$ cat config.mk
export PLATFORM = sky130hd
export DESIGN_NAME = axi_idflt_evgen
export DESIGN_NICKNAME = d
export VERILOG_FILES = /design/src/rtl/idflt_pkg.sv /design/src/rtl/idflt_cfg_regs.sv /design/src/rtl/idflt_match_chan.sv /design/src/rtl/axi_idflt_evgen.sv
export SDC_FILE = /design/constraint.sdc
export NUM_CORES = 1
export LEC_CHECK = 0
export ABC_AREA = 0
export ABC_CLOCK_PERIOD_IN_PS = 1710
export BUFFER_PORTS_ARGS = -buffer_cell sky130_fd_sc_hd__buf_2
export CAP_MARGIN = 25
export CORE_UTILIZATION = 47
export DETAILED_ROUTE_END_ITERATION = 10
export GPL_TIMING_DRIVEN = 1
export PLACE_DENSITY_LB_ADDON = 0.25
export SLEW_MARGIN = 20
export SYNTH_ARGS = -nofsm -noshare
export SYNTH_HDL_FRONTEND = slang
export SYNTH_SLANG_ARGS = --single-unit
$ cat constraint.sdc
create_clock -name clk -period 1.71 [get_ports clk]
set_input_delay 0.342 -clock clk [delete_from_list [all_inputs] [get_ports clk]]
set_output_delay 0.342 -clock clk [all_outputs]
set_load 0.02 [all_outputs]
$ cat src/rtl/idflt_pkg.sv
package idflt_pkg;
  localparam int NUM_EV     = 3;
  localparam int EN_TOP_BIT = 31;
  localparam logic [7:0] OFS_FILTER = 8'h00;
  localparam logic [7:0] OFS_MATCH  = 8'h04;
  typedef enum int {EV_RD_TXN = 0, EV_WR_TXN = 1, EV_RD_BEAT = 2} ev_e;
endpackage

$ cat src/rtl/idflt_cfg_regs.sv
module idflt_cfg_regs
  import idflt_pkg::*;
#(
  parameter int ADDR_W = 8,
  parameter int ID_W   = 18
) (
  input  logic              clk,
  input  logic              rst,
  input  logic              wr_en,
  input  logic [ADDR_W-1:0] addr,
  input  logic [31:0]       wdata,
  output logic [31:0]       rdata,
  output logic [NUM_EV-1:0] en_vec,
  output logic [ID_W-1:0]   id_mask,
  output logic [ID_W-1:0]   id_match
);
  localparam logic [ADDR_W-1:0] A_FILTER = OFS_FILTER[ADDR_W-1:0];
  localparam logic [ADDR_W-1:0] A_MATCH  = OFS_MATCH[ADDR_W-1:0];

  logic [31:0] rd_next;

  always_ff @(posedge clk) begin
    if (rst) begin
      en_vec   <= '0;
      id_mask  <= '0;
      id_match <= '0;
    end else if (wr_en) begin
      if (addr == A_FILTER) begin
        for (int i = 0; i < NUM_EV; i++) en_vec[i] <= wdata[EN_TOP_BIT-i];
        id_mask <= wdata[ID_W-1:0];
      end else if (addr == A_MATCH) begin
        id_match <= wdata[ID_W-1:0];
      end
    end
  end

  always_comb begin
    rd_next = '0;
    if (addr == A_FILTER) begin
      for (int i = 0; i < NUM_EV; i++) rd_next[EN_TOP_BIT-i] = en_vec[i];
      rd_next[ID_W-1:0] = id_mask;
    end else if (addr == A_MATCH) begin
      rd_next[ID_W-1:0] = id_match;
    end
  end

  always_ff @(posedge clk) begin
    if (rst) rdata <= '0;
    else     rdata <= rd_next;
  end
endmodule

$ cat src/rtl/idflt_match_chan.sv
module idflt_match_chan #(
  parameter int ID_W = 18
) (
  input  logic            clk,
  input  logic            rst,
  input  logic            valid,
  input  logic            ready,
  input  logic [ID_W-1:0] id,
  input  logic [ID_W-1:0] cfg_id,
  input  logic [ID_W-1:0] cfg_mask,
  input  logic            enable,
  output logic            pulse
);
  logic id_hit;
  logic fire;

  assign id_hit = ~|((id ^ cfg_id) & cfg_mask);
  assign fire   = enable & valid & ready & id_hit;

  always_ff @(posedge clk) begin
    if (rst) pulse <= 1'b0;
    else     pulse <= fire;
  end
endmodule

$ cat src/rtl/axi_idflt_evgen.sv
module axi_idflt_evgen
  import idflt_pkg::*;
#(
  parameter int ADDR_W = 8,
  parameter int ID_W   = 18
) (
  input  logic              clk,
  input  logic              rst,
  input  logic              reg_wr,
  input  logic [ADDR_W-1:0] reg_addr,
  input  logic [31:0]       reg_wdata,
  output logic [31:0]       reg_rdata,
  input  logic              ar_valid,
  input  logic              ar_ready,
  input  logic [ID_W-1:0]   ar_id,
  input  logic              aw_valid,
  input  logic              aw_ready,
  input  logic [ID_W-1:0]   aw_id,
  input  logic              r_valid,
  input  logic              r_ready,
  input  logic [ID_W-1:0]   r_id,
  output logic              ev_rd_txn,
  output logic              ev_wr_txn,
  output logic              ev_rd_beat
);
  logic [NUM_EV-1:0] en_vec;
  logic [ID_W-1:0]   cfg_mask;
  logic [ID_W-1:0]   cfg_id;
  logic [NUM_EV-1:0] hs_valid;
  logic [NUM_EV-1:0] hs_ready;
  logic [ID_W-1:0]   hs_id [NUM_EV];
  logic [NUM_EV-1:0] ev_vec;

  idflt_cfg_regs #(.ADDR_W(ADDR_W), .ID_W(ID_W)) u_regs (
    .clk(clk), .rst(rst), .wr_en(reg_wr), .addr(reg_addr),
    .wdata(reg_wdata), .rdata(reg_rdata),
    .en_vec(en_vec), .id_mask(cfg_mask), .id_match(cfg_id)
  );

  assign hs_valid = {r_valid, aw_valid, ar_valid};
  assign hs_ready = {r_ready, aw_ready, ar_ready};
  assign hs_id[EV_RD_TXN]  = ar_id;
  assign hs_id[EV_WR_TXN]  = aw_id;
  assign hs_id[EV_RD_BEAT] = r_id;

  for (genvar c = 0; c < NUM_EV; c++) begin : g_chan
    idflt_match_chan #(.ID_W(ID_W)) u_chan (
      .clk(clk), .rst(rst),
      .valid(hs_valid[c]), .ready(hs_ready[c]), .id(hs_id[c]),
      .cfg_id(cfg_id), .cfg_mask(cfg_mask), .enable(en_vec[c]),
      .pulse(ev_vec[c])
    );
  end

  assign ev_rd_txn  = ev_vec[EV_RD_TXN];
  assign ev_wr_txn  = ev_vec[EV_WR_TXN];
  assign ev_rd_beat = ev_vec[EV_RD_BEAT];
endmodule

Word level (Yosys, flattened, before mapping)
Cells that the tools add are included.
{"block": "word_totals", "regBits": 74, "latchBits": 0, "mem_bits_rw": 0, "romBits": 0, "inputBits": 103, "mem_count": 0}
{"block": "classes", "add_sub_neg": 0, "n_mul": 0, "div_mod_pow": 0, "magnitude_cmp": 0, "eq_ne": 1, "n_shift": 0, "n_mux": 2, "n_bitwise": 16, "reduce_logical": 10}
{"op": "bitwise AND 18 bit", "count": 3}
{"op": "OR reduction 18 bit", "count": 3}
{"op": "bitwise XOR 18 bit", "count": 3}
{"op": "2-to-1 mux 18 bit", "count": 2}
{"op": "bitwise AND 1 bit", "count": 9}
{"op": "== test 8 x 3 -> 1 bit (second input constant)", "count": 1}
{"op": "zero test 8 bit", "count": 1}
{"op": "zero test 1 bit", "count": 3}
{"op": "AND reduction 3 bit", "count": 1}
{"op": "AND reduction 2 bit", "count": 1}
{"op": "OR reduction 2 bit", "count": 1}
{"op": "inverter 1 bit", "count": 1}

Longest topological paths before layout
{"block": "logic_depth", "depth_word": 5, "depth_mapped": 6}

Modules after synthesis
A second synthesis with hierarchy kept.
{"block": "hier_totals", "hier_cells": 325, "area_unflattened_um2": 3364.5}
{"module": "idflt_cfg_regs", "n_inst": 1, "cells_each": 232, "area_each_um2": 2497.4}
{"module": "idflt_match_chan", "n_inst": 3, "cells_each": 31, "area_each_um2": 289.0}

Worst setup path after synthesis
No wires, ideal clock.
{"block": "synth_path", "path_kind": "input to register", "startpoint": "in reg_addr[7]", "endpoint": "reg u_regs.rdata[10]", "setup_ns": 0.057, "t_arrival_ns": 1.500, "required_time_ns": 1.653, "setup_slack_ns": 0.153, "cell_stages": 4, "n_path_buf": 1, "path_cell_list": "or4_4 > nor3_4 > buf_6 > a22o_2"}
{"block": "synth_between", "elab_chain_len": 3, "word_cells_on_any_way": 4, "cone_classes": "eq/ne: 1; mux: 2; reduce/logical: 1"}
{"item": "start: declaration", "line_no": "axi_idflt_evgen.sv:10", "text": "input logic [ADDR_W-1:0] reg_addr,"}
{"item": "== test 8 x 3 -> 1 bit", "line_no": "idflt_cfg_regs.sv:42", "text": "end else if (addr == A_MATCH) begin"}
{"item": "2-to-1 mux 18 bit", "line_no": "idflt_cfg_regs.sv:42"}
{"item": "2-to-1 mux 18 bit (*)", "line_no": "idflt_cfg_regs.sv:39", "text": "if (addr == A_FILTER) begin"}
{"item": "end signal: assignment", "line_no": "idflt_cfg_regs.sv:49", "text": "else rdata <= rd_next;"}
{"item": "end: declaration", "line_no": "idflt_cfg_regs.sv:12", "text": "output logic [31:0] rdata,"}
Mark *: on every way between the ends. The rest lies on a longest branch, timed or not.
A chain may end at the register's enable or synchronous reset.

Worst setup path after layout
{"block": "layout_path", "startpoint": "reg u_regs.id_match[12]", "endpoint": "reg g_chan[1].u_chan.pulse"}
{"block": "layout_between", "elab_chain_len": 5}
{"item": "start: declaration", "line_no": "idflt_cfg_regs.sv:15", "text": "output logic [ID_W-1:0] id_match"}
{"item": "start signal: assignment", "line_no": "idflt_cfg_regs.sv:32", "text": "id_match <= wdata[ID_W-1:0];"}
{"item": "bitwise XOR 18 bit", "line_no": "idflt_match_chan.sv:17", "text": "assign id_hit = ~|((id ^ cfg_id) & cfg_mask);"}
{"item": "bitwise AND 18 bit", "line_no": "idflt_match_chan.sv:17"}
{"item": "OR reduction 18 bit", "line_no": "idflt_match_chan.sv:17"}
{"item": "zero test 1 bit", "line_no": "idflt_match_chan.sv:17"}
{"item": "bitwise AND 1 bit", "line_no": "idflt_match_chan.sv:18", "text": "assign fire = enable & valid & ready & id_hit;"}
{"item": "end signal: assignment", "line_no": "idflt_match_chan.sv:22", "text": "else pulse <= fire;"}
{"item": "end: declaration", "line_no": "idflt_match_chan.sv:12", "text": "output logic pulse"}
Every way passes these cells.

==> run metrics <==
postcts setup bufs=0; Final Hold Slack=0.239 ns; P_sw=0.000685 W; ANT nets after route=0; initial core utilization=48.5%; Hold Path Class=in -> reg; Synth area leader=dfxtp_1; CTS tree=done; gpl congestion=0.842; vias=2485; post-synth top area share=41.2%; Hold Fails Final Rpt=0; CTS sink count=63; Die H=82.7 um; Netlist cell types=25; internal power=0.00278 W; DR vias/cell=5.09; largest net degree at the start of global routing=19; Finished Cell Area=0.00392 sq mm; status=completed; initial drt markers=96; VDD IR max=0.467 mV; sequential cell fraction of total power=42.5%; detailed placer's ending HPWL=5450 um; grt ovf=0; Clk pwr share=50.9%; CP cell instances=xor2_1, a22o_1, a221oi_1, and4_1; sw frac=19.8%; period utilization=82.6%; Total GRT Usage=22.0%; number of cells upsized or downsized after cts=0; first-pass GRT wire length=10900 um; Core Area=0.00631 sq mm; Ports=138; mean post-synth cell area=10.1 sq um; Final nets=509; CTS root buf=clkbuf_8; Critical Path Source Type=register; Placed Cells=472; worst hold endpoint=u_regs.en_vec[1]; Setup Viol. Count Final=0; mapped cell area=0.00306 sq mm; min-delay src=reg_wdata[30]; Die Area=0.00685 sq mm; Layout fillers=557; First-pass DRT Iterations=4; initial antenna violation count=0; synthesized instance count=302; wire length per cell=14.9 um; antenna cells=0; RSZ-0062 raised after global routing=false; vias in the first global route=2307; H-Tree Depth=3; Pwr per Cell Area=882 mW/mm^2; layout cells sized above 1=37.2%; Die W=82.7 um; Num CTS Buffers=9; reg-to-reg slack, setup=0.30 ns; skew final=0.00925 ns; CP top delay family=compound AO/OA/AOI/OAI gates; row count=29; Peak Freq=708 MHz; Worst-Skew Late Latency=0.33 ns; P&R area growth vs syn=28.0%; Hold Path Stages=3; Comb power frac=6.6%; total wire length=7250 um; Critical Path RT=1.98 ns; crit-path max FO=5; register bit total from synthesis=63; Final Max Slew Viols=0; DRC=0; Worst Reg-to-Reg Cells=4; Setup crit end kind=register; Post-Layout Cell Count=488; critical path's largest stage delay=0.45 ns; Critical Path Slowest Stage Cell=dfxtp_1; minimum clock period after layout=1.41 ns; DP Area=0.00364 sq mm; Setup CP Type=reg -> reg; # port buffers=115; total power=0.00346 W; Max Cap Violations=0; register area share after synthesis=41.2%; CP arrival=1.69 ns; Leak=2.18 nW; clock-pin slew of the registers on the worst-case setup and hold paths=0.07 ns; reg2reg end=g_chan[1].u_chan.pulse; worst path bufs/invs=0; Synth Warn #=0; Final TNS setup=0 ns; Longest Clk Path Bufs=2; hold_buf cts=0; Synth area leaders=dfxtp_1 (41%), xor2_1 (15%), mux2i_1 (13%), nor2_1 (4.8%), a22o_1 (4.0%); reg2reg start=u_regs.id_match[12]
## how the worst max path moves through the flow
stage | start | endpoint | slack, ns | cells past startpoint
floorplan | reg_addr[7] | u_regs.rdata[10] | 0.15 | 4
global placement | reg_addr[7] | u_regs.rdata[8] | -0.003 | 5
detailed placement | reg_addr[7] | u_regs.rdata[8] | -0.03 | 5
CTS | u_regs.id_match[12] | g_chan[1].u_chan.pulse | 0.29 | 4
global route | u_regs.id_match[12] | g_chan[1].u_chan.pulse | 0.22 | 4
finish | u_regs.id_match[12] | g_chan[1].u_chan.pulse | 0.30 | 4
## cell families (layout without fill, tap and decap cells)
family          after synthesis  in the layout  synth area share (%)
compound gates               45             45                  12.7
mux                          39             39                  12.7
flops                        63             63                  41.2
buf+inv                      41            140                  7.27
simple gates                 59             59                  10.6
other cells                   1             11                 0.122
xor+xnor                     54             54                  15.4
## metal layers
metal,global-route usage (%),up-vias,wire length (um)
li1,-,1238,-
met1,27.2,1156,3140
met2,37.5,82,3640
met3,4.07,9,379
met4,8.79,0,90
met5,0,-,0
## stage by stage
| stage | setup WS, ns | util [%] |
|---|---|---|
| 4_1_cts | 0.287 | 62.1 |
| 2_1_floorplan | 0.153 | - |
| 3_5_place_dp | -0.0305 | 57.7 |
| 3_3_place_gp | -0.00315 | 57.7 |
| 5_1_grt | 0.217 | 62.1 |
| 6_report | 0.297 | 62.1 |
## registers in the layout, indices dropped and copies added, names as in the netlist
name / count
u_regs.rdata: 21
u_regs.id_mask: 18
u_regs.id_match: 18
g_chan.u_chan.pulse: 3
u_regs.en_vec: 3
## cell usage after synthesis
| cell type | number |
|---|---|
| a21oi_1 | 3 |
| a221oi_1 | 6 |
| a222oi_1 | 3 |
| a22o_1 | 14 |
| a22o_2 | 10 |
| a22oi_1 | 9 |
| and2_1 | 3 |
| and4_1 | 6 |
| buf_2 | 4 |
| buf_4 | 11 |
| buf_6 | 3 |
| clkbuf_1 | 23 |
| conb_1 | 1 |
| dfxtp_1 | 63 |
| mux2i_1 | 39 |
| nand2_1 | 1 |
| nand4_1 | 1 |
| nand4b_1 | 4 |
| nor2_1 | 39 |
| nor3_1 | 1 |
| nor3_4 | 1 |
| nor4_1 | 1 |
| nor4b_4 | 1 |
| or4_4 | 1 |
| xor2_1 | 54 |
## cells in the final DEF, fill, tap and decap left out, drive strengths merged
master / count
nand4b: 4
nor3: 2
a222oi: 3
nand2: 1
clkinvlp: 1
and2: 3
nand4: 1
dfxtp: 63
a22o: 24
nor4: 1
clkbuf: 11
nor2: 39
and4: 6
a221oi: 6
a22oi: 9
buf: 124
conb: 11
xor2: 54
or4: 1
nor4b: 1
bufinv: 4
mux2i: 39
a21oi: 3
## worst min-delay path, cell delays in order
cell and delay (ns):
buf_2 0.08, mux2i_1 0.05, nor2_1 0.07
## layout make-up
| cell class | instances | area [sq um] | share of cell area (%) |
|---|---|---|---|
| flip-flops and latches | 63 | 1260 | 32.2 |
| multi-input cells | 208 | 1620 | 41.2 |
| repair buffers | 124 | 668 | 17.0 |
| clock inverters | 5 | 128 | 3.25 |
| clock buffers | 11 | 151 | 3.86 |
| well taps | 77 | 96.3 | 2.46 |
## power groups by stage
stage / logic, W / registers, W / clock network (W)
2_1_floorplan: 0.000108 / 0.00150 / 0
3_3_place_gp: 0.000223 / 0.00150 / 0
3_5_place_dp: 0.000228 / 0.00150 / 0
4_1_cts: 0.000229 / 0.00147 / 0.00178
5_1_grt: 0.000250 / 0.00147 / 0.00186
6_report: 0.000228 / 0.00147 / 0.00176
No activity file was read; power rests on OpenSTA's default activity.
